**config.mk**
```make
export PLATFORM = sky130hd
export DESIGN_NAME = ctx_rotor_bank
export DESIGN_NICKNAME = d
export VERILOG_FILES = /design/src/rtl/ctx_bank_pkg.sv /design/src/rtl/ctx_ring.sv /design/src/rtl/ctx_task_seq.sv /design/src/rtl/ctx_write_gate.sv /design/src/rtl/ctx_rotor_bank.sv
export SDC_FILE = /design/constraint.sdc
export NUM_CORES = 1
export LEC_CHECK = 0
export ABC_AREA = 1
export BUFFER_PORTS_ARGS = -buffer_cell sky130_fd_sc_hd__buf_2
export CELL_PAD_IN_SITES_DETAIL_PLACEMENT = 1
export CELL_PAD_IN_SITES_GLOBAL_PLACEMENT = 1
export CORE_MARGIN = 10
export CORE_UTILIZATION = 35
export CTS_BUF_LIST = sky130_fd_sc_hd__clkbuf_4 sky130_fd_sc_hd__clkbuf_8
export CTS_CLUSTER_SIZE = 14
export DETAILED_ROUTE_END_ITERATION = 8
export GPL_ROUTABILITY_DRIVEN = 0
export PLACE_DENSITY_LB_ADDON = 0.1
export SETUP_SLACK_MARGIN = 0.5
export SYNTH_ARGS = -nofsm -noshare
export SYNTH_HDL_FRONTEND = slang
export SYNTH_SLANG_ARGS = --single-unit
```
**constraint.sdc**
```tcl
create_clock -name clk -period 9.1 [get_ports clk]
set_clock_uncertainty 0.05 [all_clocks]
set_input_delay 0.455 -clock clk [delete_from_list [all_inputs] [get_ports clk]]
set_output_delay 0.455 -clock clk [all_outputs]
set_load 0.05 [all_outputs]
```
**src/rtl/ctx_bank_pkg.sv**
```systemverilog
package ctx_bank_pkg;

    localparam int ACC_W = 8;
    localparam int IDX_W = 8;
    localparam int CCR_W = 5;
    localparam int SP_W  = 5;
    localparam int PC_W  = 12;

    typedef struct packed {
        logic [PC_W-1:0]  pc;
        logic [SP_W-1:0]  sp;
        logic [CCR_W-1:0] ccr;
        logic [IDX_W-1:0] idx;
        logic [ACC_W-1:0] acc;
    } ctx_t;

    typedef struct packed {
        logic pc;
        logic sp;
        logic ccr;
        logic idx;
        logic acc;
    } ctx_we_t;

    localparam int CTX_W = $bits(ctx_t);

    function automatic int tid_width(input int n);
        return (n <= 2) ? 1 : $clog2(n);
    endfunction

    // slot that feeds slot pos when the ring advances one step
    function automatic int ring_src(input int pos, input int n);
        return (pos + 1 >= n) ? 0 : pos + 1;
    endfunction

endpackage

```
**src/rtl/ctx_ring.sv**
```systemverilog
module ctx_ring #(
    parameter int         WIDTH   = 8,
    parameter int         DEPTH   = 7,
    parameter logic [WIDTH-1:0] RST_VAL = '0
) (
    input  logic             clk,
    input  logic             rst,
    input  logic             shift,
    input  logic             wr_en,
    input  logic [WIDTH-1:0] wr_data,
    output logic [WIDTH-1:0] head
);
    import ctx_bank_pkg::*;

    logic [WIDTH-1:0] slot [DEPTH];

    for (genvar i = 0; i < DEPTH; i++) begin : g_slot
        localparam int SRC = ring_src(i, DEPTH);
        if (i == 0) begin : g_head
            always_ff @(posedge clk) begin
                if (rst)
                    slot[i] <= RST_VAL;
                else if (shift)
                    slot[i] <= slot[SRC];
                else if (wr_en)
                    slot[i] <= wr_data;
            end
        end else begin : g_body
            always_ff @(posedge clk) begin
                if (rst)
                    slot[i] <= RST_VAL;
                else if (shift)
                    slot[i] <= slot[SRC];
            end
        end
    end

    assign head = slot[0];

endmodule

```
**src/rtl/ctx_task_seq.sv**
```systemverilog
module ctx_task_seq #(
    parameter int NUM_TASKS = 7,
    parameter int TID_W     = 3
) (
    input  logic             clk,
    input  logic             rst,
    input  logic [TID_W-1:0] target,
    output logic [TID_W-1:0] cur,
    output logic             advance
);
    localparam logic [TID_W:0]   N_EXT = (TID_W+1)'(NUM_TASKS);
    localparam logic [TID_W-1:0] LAST  = (TID_W)'(NUM_TASKS - 1);

    logic target_ok;

    assign target_ok = ({1'b0, target} < N_EXT);
    assign advance   = target_ok && (target != cur);

    always_ff @(posedge clk) begin
        if (rst)
            cur <= '0;
        else if (advance)
            cur <= (cur == LAST) ? '0 : cur + 1'b1;
    end

endmodule

```
**src/rtl/ctx_write_gate.sv**
```systemverilog
module ctx_write_gate (
    input  logic                  hold,
    input  ctx_bank_pkg::ctx_we_t req,
    output ctx_bank_pkg::ctx_we_t grant
);
    always_comb begin
        grant = req;
        if (hold)
            grant = '0;
    end
endmodule

```
**src/rtl/ctx_rotor_bank.sv**
```systemverilog
module ctx_rotor_bank #(
    parameter int         NUM_TASKS = 7,
    parameter logic [4:0] SP_INIT   = 5'h1F,
    localparam int        TID_W     = ctx_bank_pkg::tid_width(NUM_TASKS)
) (
    input  logic             clk,
    input  logic             rst,
    input  logic [TID_W-1:0] target_task,
    output logic             busy,
    output logic [TID_W-1:0] cur_task,
    input  logic             acc_we,
    input  logic [7:0]       acc_wd,
    input  logic             idx_we,
    input  logic [7:0]       idx_wd,
    input  logic             ccr_we,
    input  logic [4:0]       ccr_wd,
    input  logic             sp_we,
    input  logic [4:0]       sp_wd,
    input  logic             pc_we,
    input  logic [11:0]      pc_wd,
    output logic [7:0]       acc_q,
    output logic [7:0]       idx_q,
    output logic [4:0]       ccr_q,
    output logic [4:0]       sp_q,
    output logic [11:0]      pc_q
);
    import ctx_bank_pkg::*;

    ctx_t    wr_ctx;
    ctx_t    head_ctx;
    ctx_we_t we_req;
    ctx_we_t we_ok;
    logic    rotate;

    assign wr_ctx = '{pc: pc_wd, sp: sp_wd, ccr: ccr_wd, idx: idx_wd, acc: acc_wd};
    assign we_req = '{pc: pc_we, sp: sp_we, ccr: ccr_we, idx: idx_we, acc: acc_we};

    ctx_task_seq #(.NUM_TASKS(NUM_TASKS), .TID_W(TID_W)) u_seq (
        .clk     (clk),
        .rst     (rst),
        .target  (target_task),
        .cur     (cur_task),
        .advance (rotate)
    );

    ctx_write_gate u_gate (
        .hold  (rotate),
        .req   (we_req),
        .grant (we_ok)
    );

    ctx_ring #(.WIDTH(ACC_W), .DEPTH(NUM_TASKS), .RST_VAL('0)) u_acc (
        .clk(clk), .rst(rst), .shift(rotate), .wr_en(we_ok.acc),
        .wr_data(wr_ctx.acc), .head(head_ctx.acc));

    ctx_ring #(.WIDTH(IDX_W), .DEPTH(NUM_TASKS), .RST_VAL('0)) u_idx (
        .clk(clk), .rst(rst), .shift(rotate), .wr_en(we_ok.idx),
        .wr_data(wr_ctx.idx), .head(head_ctx.idx));

    ctx_ring #(.WIDTH(CCR_W), .DEPTH(NUM_TASKS), .RST_VAL('0)) u_ccr (
        .clk(clk), .rst(rst), .shift(rotate), .wr_en(we_ok.ccr),
        .wr_data(wr_ctx.ccr), .head(head_ctx.ccr));

    ctx_ring #(.WIDTH(SP_W), .DEPTH(NUM_TASKS), .RST_VAL(SP_INIT)) u_sp (
        .clk(clk), .rst(rst), .shift(rotate), .wr_en(we_ok.sp),
        .wr_data(wr_ctx.sp), .head(head_ctx.sp));

    ctx_ring #(.WIDTH(PC_W), .DEPTH(NUM_TASKS), .RST_VAL('0)) u_pc (
        .clk(clk), .rst(rst), .shift(rotate), .wr_en(we_ok.pc),
        .wr_data(wr_ctx.pc), .head(head_ctx.pc));

    assign busy  = rotate;
    assign acc_q = head_ctx.acc;
    assign idx_q = head_ctx.idx;
    assign ccr_q = head_ctx.ccr;
    assign sp_q  = head_ctx.sp;
    assign pc_q  = head_ctx.pc;

endmodule

```
# Word level (Yosys, flattened, before mapping)
# Memories as Yosys holds them, arrays and structs flattened.
# Index checks and enable logic that the tools add are counted.
# Widths: inputs -> output; s select.
classes:
  order_cmp: 1
  addsub: 1
  muxes: 67
  n_reduce_logical: 1
  eq_ne: 2
  n_bitwise: 40
op_table:
  columns: ["op", "count"]
  rows:
  - ["$mux 8", 16]
  - ["$mux 12", 8]
  - ["$mux 5", 17]
  - ["$or 1x1->1", 40]
  - ["$mux 1", 25]
  - ["$add 3x1->3 const B", 1]
  - ["$eq 3x3->1 const B", 1]
  - ["$lt 3x3->1 const B", 1]
  - ["$mux 3", 1]
  - ["$ne 3x3->1", 1]
  - ["$logic_and 1x1->1", 1]
word_totals:
  output_inout_bits: 42
  memories: 5
  inputBits: 48
  regBits: 3
  wordCells: 118
  ram_bits: 266
memory_table:
  columns: ["name", "depth", "word_bits", "read_ports", "rd_clocked_by_memory_dff", "wr", "line_no", "text"]
  rows:
  - ["u_pc.slot", 7, 12, 7, 0, 7, "ctx_ring.sv:15", "logic [WIDTH-1:0] slot [DEPTH];"]
  - ["u_acc.slot", 7, 8, 7, 0, 7, "ctx_ring.sv:15", null]
  - ["u_idx.slot", 7, 8, 7, 0, 7, "ctx_ring.sv:15", null]
  - ["u_ccr.slot", 7, 5, 7, 0, 7, "ctx_ring.sv:15", null]
  - ["u_sp.slot", 7, 5, 7, 0, 7, "ctx_ring.sv:15", null]

# Depth between registers and ports, before layout
# Gate-level depths: netlist (run 1).
logic_depth:
  word_depth: 8
  depth_mapped: 11
  depth_no_buf: 9

# By module
# From an unflattened synthesis (run 1), not the netlist that was laid out.
unflattened:
  cells_unflattened: 962
  area_unflattened_um2: 11095.6
modules_own_cells:
  columns: ["module", "seq_area_each_um2", "n_inst", "area_per_inst_um2", "cells_per_inst"]
  rows:
  - ["ctx_ring at u_acc ...", 1681.6, 2, 2329.7, 189]
  - ["ctx_ring at u_pc", 2522.4, 1, 3293.2, 281]
  - ["ctx_ring at u_sp", 1051.0, 1, 1470.2, 130]
  - ["ctx_ring at u_ccr", 1051.0, 1, 1406.3, 120]
  - ["ctx_task_seq", 60.1, 1, 229.0, 43]
  - ["ctx_write_gate", 0.0, 1, 37.5, 10]

# Least setup slack after synthesis (run 1)
# OpenSTA, ideal clock, no wires.
synth_timing:
  kind: "flip-flop to flip-flop"
  start: "reg u_seq.cur[2]"
  end: "mem u_pc.slot[0][0] (netlist name) (enable)"
  path_stages_with_launch: 9
  path_buffers: 0
  setup_ps: 328
  period_less_slack_ps: 7406
  slack_ps: 1694
  required_time_ps: 8722
  arrival_time_ps: 7028
  cell_sequence: "dfxtp_1 -> inv_2 -> nand2_1 -> nand2_1 -> nor2_1 -> nand2_4 -> nand2_4 -> nand2_1 -> or2_2"
synth_lines:
  columns: ["element", "line_no", "text"]
  rows:
  - ["start, declared", "ctx_task_seq.sv:8", "output logic [TID_W-1:0] cur,"]
  - ["start signal, assigned", "ctx_task_seq.sv:23", "cur <= (cur == LAST) ? '0 : cur + 1'b1;"]
  - ["end, declared", "ctx_ring.sv:15", null]

==> results of run 1 <==
[area by class of cell]
class                           instances  area, µm²
Clock buffer                           63        779
Tap cell                              402        503
Sequential cell                       269       8050
Clock inverter                         18       72.6
Multi-Input combinational cell        384       1860
Fill cell                            3425      19000
Timing Repair Buffer                   94        495
Inverter                              241        912
[critical path: stages (launching register included)]
cell	delay, ps
dfxtp_1	420
inv_2	80
nand2_1	60
nand2_1	50
nor2_1	190
nand2_4	120
nand2_4	440
nor2_4	30
buf_4	360
inv_8	750
buf_4	780
nor2_1	90
[layer usage]
metal / GRT usage / vias up
met5: 0 / -
met4: 0.0376 / 0
met3: 0.0278 / 48
met2: 0.175 / 93
met1: 0.146 / 3104
li1: - / 3131
[cells by family (layout without fill, tap and decap cells)]
| group | after synthesis | in the layout | synth area share |
|---|---|---|---|
| simple gates | 380 | 380 | 0.162 |
| buf+inv | 302 | 416 | 0.122 |
| flops | 269 | 269 | 0.714 |
| compound gates | 3 | 3 | 0.00133 |
| xor+xnor | 1 | 1 | 0.000777 |
[flip-flops by register name, indices dropped and copies added, names as in the netlist]
signal      cells
u_idx.slot     56
u_acc.slot     56
u_ccr.slot     35
u_seq.cur       3
u_pc.slot      84
u_sp.slot      35
[cell usage in the layout, fill, tap and decap left out, types with 3 or more instances in the layout]
cell	Yosys	routed
buf_4	26	4
inv_2	2	3
edfxtp_1	266	266
nand4_1	43	43
nand2_1	121	120
clkinv_2	0	4
clkinv_1	0	14
buf_2	12	89
or2_2	4	4
nor2_1	102	102
clkbuf_4	0	14
nand2_4	2	3
inv_1	238	237
nand3_1	6	6
nor2_2	100	100
clkbuf_8	0	49
dfxtp_1	3	3
a21oi_1	3	3
[report_power, final]
part           internal [mW]  switching [mW]  leakage (nW)
sequential              1.52          0.0488          2.98
combinational         0.0742           0.256          1.82
clock                  0.551           0.484         0.454
[stage by stage]
stage                     setup WS (ps)  total power [mW]  area (µm²)  hold WS [ps]
final                              5250              2.94       12700           115
after global routing               4810              3.09       12700           104
after CTS                          5070              3.00       12700          84.2
after detailed placement           4990              1.94       11800           443
after global placement             5060              1.93       11800           438
after floorplan                    1690              1.88       11300           430
[how the worst max path moves through the flow]
| stage | start | endpoint | slack [ps] | cells past startpoint |
|---|---|---|---|---|
| 6_report | u_seq.cur[2]$_SDFFE_PP0P_ | u_idx.slot[0][9]$_SDFFCE_PP0P_ | 5250 | 11 |
| 5_1_grt | u_seq.cur[2]$_SDFFE_PP0P_ | u_pc.slot[4][11]$_SDFFCE_PP0P_ | 4810 | 11 |
| 4_1_cts | u_seq.cur[2]$_SDFFE_PP0P_ | u_idx.slot[0][11]$_SDFFCE_PP0P_ | 5070 | 11 |
| 3_5_place_dp | target_task[2] | u_idx.slot[0][9]$_SDFFCE_PP0P_ | 4990 | 12 |
| 3_3_place_gp | target_task[2] | u_ccr.slot[2][4]$_SDFFCE_PP0P_ | 5060 | 12 |
| 2_1_floorplan | u_seq.cur[2]$_SDFFE_PP0P_ | u_pc.slot[0][0]$_DFFE_PP_ | 1690 | 8 |
==> key figures, run 1 <==
Clock network
  • Num CTS Buffers: 48
  • Cts-stage hold buffer count: 0
  • Root Buffer: clkbuf_8
  • Postcts setup bufs: 0
  • Max clock buf depth: 3
  • PostCTS Resize Cnt: 0
  • CTS tree: yes
  • Skew-Pair Late Insertion Delay: 550 ps
  • Worst-path clk slew: ~60 ps
  • Sink Count: between 200 and 300
  • H-tree Lvls: 2

Global routing
  • Pin count of the biggest net entering global routing: 143
  • Initial antenna violation count: 0
  • GR Util All Layers: 0.111
  • Vias in the first global route: between 6000 and 7000
  • Grt ovf: 0
  • Global-route wire length before repair: 35.3 mm

Detailed routing
  • Post-DR wirelength/cell: 15.0 µm
  • Drt pass-1 iters: 4
  • Routed wire length: 22.0 mm
  • Residual DRC: 0
  • Met1 wire length: 10.3 mm
  • 1st-iter DRT viols: 352
  • Number of vias per cell: 4.33
  • Met3 Routed Length: between 1 and 1.5 mm
  • DRT antenna net count: 0
  • Via count: roughly 6400
  • Met2 WL post-DR: 10.2 mm
  • Uppermost layer routed: met4

Power
  • Cell Pwr Density: 232 mW/mm²
  • Leakage power: 5.26 nW
  • IR drop worst, VDD: roughly 0.12 mV

Setup path
  • R2r setup slk: 5250 ps
  • Path depth of the worst reg2reg path: 11
  • Critical-path maximum fanout: 140
  • Worst reg2reg path endpoint: u_idx.slot[0][9]$_SDFFCE_PP0P_
  • WP data arrival: 4070 ps
  • Critical Path Start Type: flop
  • CP Data Required Time: 9310 ps
  • Crit path kind: reg -> reg
  • CP Capture Type: flop
  • Reg-to-Reg Start: u_seq.cur[2]$_SDFFE_PP0P_

Yosys
  • Post-synth EDFFs: about 270
  • Async SR Flop Fraction: 0
  • Post-Syn Area: 0.0113 mm²
  • Top cell type's share of synthesized area: 0.708
  • Top-count cell post-synth: edfxtp_1
  • Leading register cell type out of synthesis: edfxtp_1
  • Synth Register Bits: 269
  • Syn_nets: 1003
  • Top cells by count, synth: 266 x edfxtp_1, 238 x inv_1, 121 x nand2_1
  • Distinct cells, synth: 22
  • Synth top area cells: edfxtp_1 71%, inv_1 7.9%, nor2_2 5.5%, nand2_1 4.0%, nor2_1 3.4%
  • Cells after Synth: 955
  • Register area share after synthesis: 0.714
  • Top cell type by total area after synthesis: edfxtp_1
  • Yosys warning total: 0
  • Mean post-synth cell area: 11.8 µm²

STA
  • Final setup vio count: 0
  • Fmax: 260 MHz
  • RSZ-0062 raised after global routing: false
  • Min Tclk post-route: 3850 ps
  • Setup TNS: 0 ps
  • Tcrit/Tclk final: 0.423
  • Max Slew Vio Count: 0
  • Slew margin rel.: 0.328
  • Worst Tran Pin Value: approximately 1000 ps
  • Final hold vios: 0

Cells and area
  • Nets@finish: 1086
  • Antenna Cells: 0
  • Layout cells sized above 1: 0.255
  • Layout overhead on the synthesized area: 12.3%
  • Post-Layout Cell Count: 1471
  • Final core occ: 0.400

Floorplan
  • FP Rows: 65
  • Core Area: 0.0316 mm²
  • Die area: about 0.04 mm²
  • Initial Util: 0.356
  • Die width: around 200 µm
  • Die Height: 200 µm
  • IO Count: 90

Min path
  • Hold WC Path Type: in -> reg
  • Hold path depth: 2
  • WHS Endpoint: u_seq.cur[2]$_SDFFE_PP0P_
  • Hold_sp: rst

Placement
  • Inst Count DP: approximately 1400
  • Detailed Place HPWL: 13.1 mm
  • IO buf count: 89

Flow run
  • MaxCap Viol Count: 0

Status
  • Status: completed
(Power assumes the default switching activity.)
==> inputs of run 2 (changes only) <==
Settings changed: ABC_AREA 1 to 0.
Clock period 9.1 ns to 3.7 ns, I/O delays scaled along.
==> run 2 against run 1 <==
  * Die area down 2.4%
  * Sequential share of layout area down 0.90 points
  * Combinational power rose by 140%
  * First-iteration DRC count increased by 19%
  * Cell count down 13%
  * Non-clock buffer count grew 44
  * Synthesized area decreased by 2.7%
  * Clock-buffer cell count grew 4
  * Sequential power increased by 150%
  * Critical path depth fell by 4
  * Critical path type unchanged
  * Highest routed layer unchanged
==> key figures, run 2 <==
Clock network
  • Root Buffer: clkbuf_8
  • CTS tree: yes
  • Skew-Pair Late Insertion Delay: 550 ps (about the same)
  • Sink Count: 269 (unchanged)
  • Num CTS Buffers: 49 (+2.1%)
  • H-tree Lvls: 2 (unchanged)
  • Worst-path clk slew: 50 ps (about the same)
  • Max clock buf depth: 3 (unchanged)

Yosys
  • Top cell type's share of synthesized area: 0.728 (+0.0193)
  • Syn_nets: 777 (-23%)
  • Synth top area cells: edfxtp_1 73%, and2_1 11%, o211ai_1 2.3%, buf_6 2.3%, nand2b_1 1.8%
  • Async SR Flop Fraction: 0 (unchanged)
  • Cells after Synth: 729 (-24%)
  • Synth Register Bits: 269 (unchanged)
  • Top-count cell post-synth: edfxtp_1
  • Post-Syn Area: 0.0110 mm² (-2.7%)
  • Top cell type by total area after synthesis: edfxtp_1
  • Distinct cells, synth: 36 (+64%)
  • Post-synth EDFFs: 266 (unchanged)
  • Mean post-synth cell area: 15.1 µm² (+28%)
  • Top cells by count, synth: 266 x edfxtp_1, 198 x and2_1, 35 x a21oi_1, 35 x nand3_1, 34 x o211ai_1
  • Yosys warning total: 0 (unchanged)
  • Leading register cell type out of synthesis: edfxtp_1
  • Register area share after synthesis: 0.733 (+0.0194)

Floorplan
  • Initial Util: 0.357 (+0.000559)
  • Die area: 0.0389 mm² (-2.4%)
  • Core Area: 0.0307 mm² (-2.8%)
  • Die width: 197 µm (-1.2%)
  • IO Count: 90 (unchanged)
  • FP Rows: 64 (-1.5%)
  • Die Height: 197 µm (-1.2%)

Detailed routing
  • 1st-iter DRT viols: 419 (+19%)
  • Residual DRC: 0 (unchanged)
  • Number of vias per cell: 4.79 (+10%)
  • Routed wire length: 23.9 mm (+8.6%)
  • Post-DR wirelength/cell: 18.7 µm (+25%)
  • Via count: 6125 (-3.9%)
  • Drt pass-1 iters: 4 (unchanged)
  • DRT antenna net count: 0 (unchanged)

Cells and area
  • Post-Layout Cell Count: 1280 (-13%)
  • Layout overhead on the synthesized area: 17.2%
  • Antenna Cells: 0 (unchanged)
  • Most frequent cells in the layout: 266 x edfxtp_1, 198 x and2_1, 89 x buf_2
  • Max reg flops: 84 (unchanged)
  • Nets@finish: 891 (-18%)
  • Most common cell after layout, fill and taps aside: edfxtp_1
  • Layout cells sized above 1: 0.214 (-0.0416)
  • Post-route cell area: 0.0129 mm² (+1.6%)
  • Largest reg by FF count: u_pc.slot
  • Top flop regs: u_pc.slot: 84 flops, u_acc.slot: 56 flops, u_idx.slot: 56 flops

Global routing
  • Pin count of the biggest net entering global routing: 151 (+5.6%)
  • GR Util All Layers: 0.123 (+0.0118)
  • Global-route wire length before repair: 38.0 mm (+7.6%)
  • Initial antenna violation count: 0 (unchanged)
  • Grt ovf: 0 (unchanged)
  • Vias in the first global route: 6572 (-1.6%)

Power
  • Clock network fraction of design power: 0.364 (+0.012)
  • Leakage power: 4.94 nW (-6.1%)
  • Switching Power: 1.91 mW (+140%)
  • Cell Pwr Density: 571 mW/mm² (+150%)
  • Combinational share of power: 0.107 (-0.005)
  • IR drop worst, VDD: 0.262 mV (+120%)
  • Flop pwr share: 0.528 (-0.007)
  • Switching Share: 0.261 (-0.00795)
  • Power Total: 7.34 mW (+150%)
  • Internal power: 5.43 mW (+150%)

Placement
  • Placed Area: 0.0116 mm² (-2.0%)
  • IO buf count: 89 (unchanged)
  • Detailed Place HPWL: 13.8 mm (+5.5%)
  • Inst Count DP: 1152 (-17%)

Min path
  • Hold_sp: acc_wd[6]
  • Hold WC Path Type: in -> reg

STA
  • Final setup vio count: 0 (unchanged)
  • Min Tclk post-route: 2840 ps (-1010 ps)
  • Final hold vios: 0 (unchanged)
  • Fmax: 352 MHz (+36%)
  • Max Slew Vio Count: 0 (unchanged)
  • Slew margin rel.: 0.432 (+0.104)
  • Setup TNS: 0 ps (unchanged)
  • Worst Tran Pin Value: 852 ps (-156 ps)
  • Tcrit/Tclk final: 0.768 (+0.345)
  • RSZ-0062 raised after global routing: false

Setup path
  • Crit path kind: reg -> reg
  • Reg-to-Reg Start: u_seq.cur[1]$_SDFFE_PP0P_
  • Worst setup startpoint: u_seq.cur[1]$_SDFFE_PP0P_
  • CP Capture Type: flop
  • Critical-path maximum fanout: 150 (+7.1%)
  • WP data arrival: 3080 ps (-990 ps)
  • CP Data Required Time: 3940 ps (-5370 ps)
  • Critical Path Start Type: flop

Status
  • Status: completed

Flow run
  • MaxCap Viol Count: 0 (unchanged)
## run 2: metrics by stage
| stage | setup WS, ps | hold WS [ps] | util |
|---|---|---|---|
| 2_1_floorplan | 190 | 382 | - |
| 3_3_place_gp | 669 | 432 | 0.376 |
| 3_5_place_dp | 620 | 440 | 0.376 |
| 4_1_cts | 625 | 3.48 | 0.418 |
| 5_1_grt | 648 | 9.29 | 0.418 |
| 6_report | 859 | 30.6 | 0.418 |
## run 2: layout make-up
cell class	instances	area (µm²)
fill	3142	17900
tap	396	495
sequential	269	8060
clock buffer	67	822
timing repair buffer	138	955
multi-input combinational	383	2420
clock inverter	25	109
inverter	2	7.51
## run 2: logic make-up (layout without fill, tap and decap cells)
group | count (synthesis) | count (layout) | share of synthesized area
buffers and inverters | 78 | 232 | 0.0508
DFF | 269 | 269 | 0.733
muxes | 5 | 5 | 0.00456
xor gates and xnor gates | 1 | 1 | 0.000798
and+or+nand+nor | 295 | 296 | 0.164
AOI/OAI and AO/OA | 81 | 81 | 0.0470
## run 2: path summary, 6_finish.rpt
kind / end / slack, ps / cells past startpoint
hold / removal: u_acc.slot[0][6]$_DFFE_PP_ / 30 / 3
setup reg to reg: u_idx.slot[1][23]$_SDFFCE_PP0P_ / 860 / 7
setup / recovery: u_idx.slot[1][23]$_SDFFCE_PP0P_ / 860 / 7
hold reg to reg: u_sp.slot[2][3]$_SDFFCE_PP1P_ / 450 / 1
## run 2: worst max-delay path: stages (launching register included)
cell	delay (ps)
dfxtp_4	390
nor3_1	210
a21oi_1	110
o21ai_4	670
buf_4	350
nor3_4	70
buf_6	270
and2_1	320
## run 2: routing by layer
metal	track usage	up-vias	part of all wire
li1	-	2847	-
met1	0.172	3115	0.49
met2	0.182	118	0.45
met3	0.0257	45	0.040
met4	0.0487	0	0.023
met5	0	-	0
## run 2: power groups by stage
| stage | Sequential [mW] | Combinational, mW | Clock [mW] |
|---|---|---|---|
| 2_1_floorplan | 3.97 | 0.553 | 0 |
| 3_3_place_gp | 3.93 | 0.751 | 0 |
| 3_5_place_dp | 3.94 | 0.776 | 0 |
| 4_1_cts | 3.89 | 0.808 | 2.78 |
| 5_1_grt | 3.92 | 0.867 | 2.91 |
| 6_report | 3.88 | 0.789 | 2.68 |
## run 2: timing repair
action / CTS / global route
setup endpoints to repair: 0 / 111
endpoints found under the hold margin: 33 / 1
hold buffers: 34 / 1
setup buffers: 0 / 0
resized for setup: 0 / 1
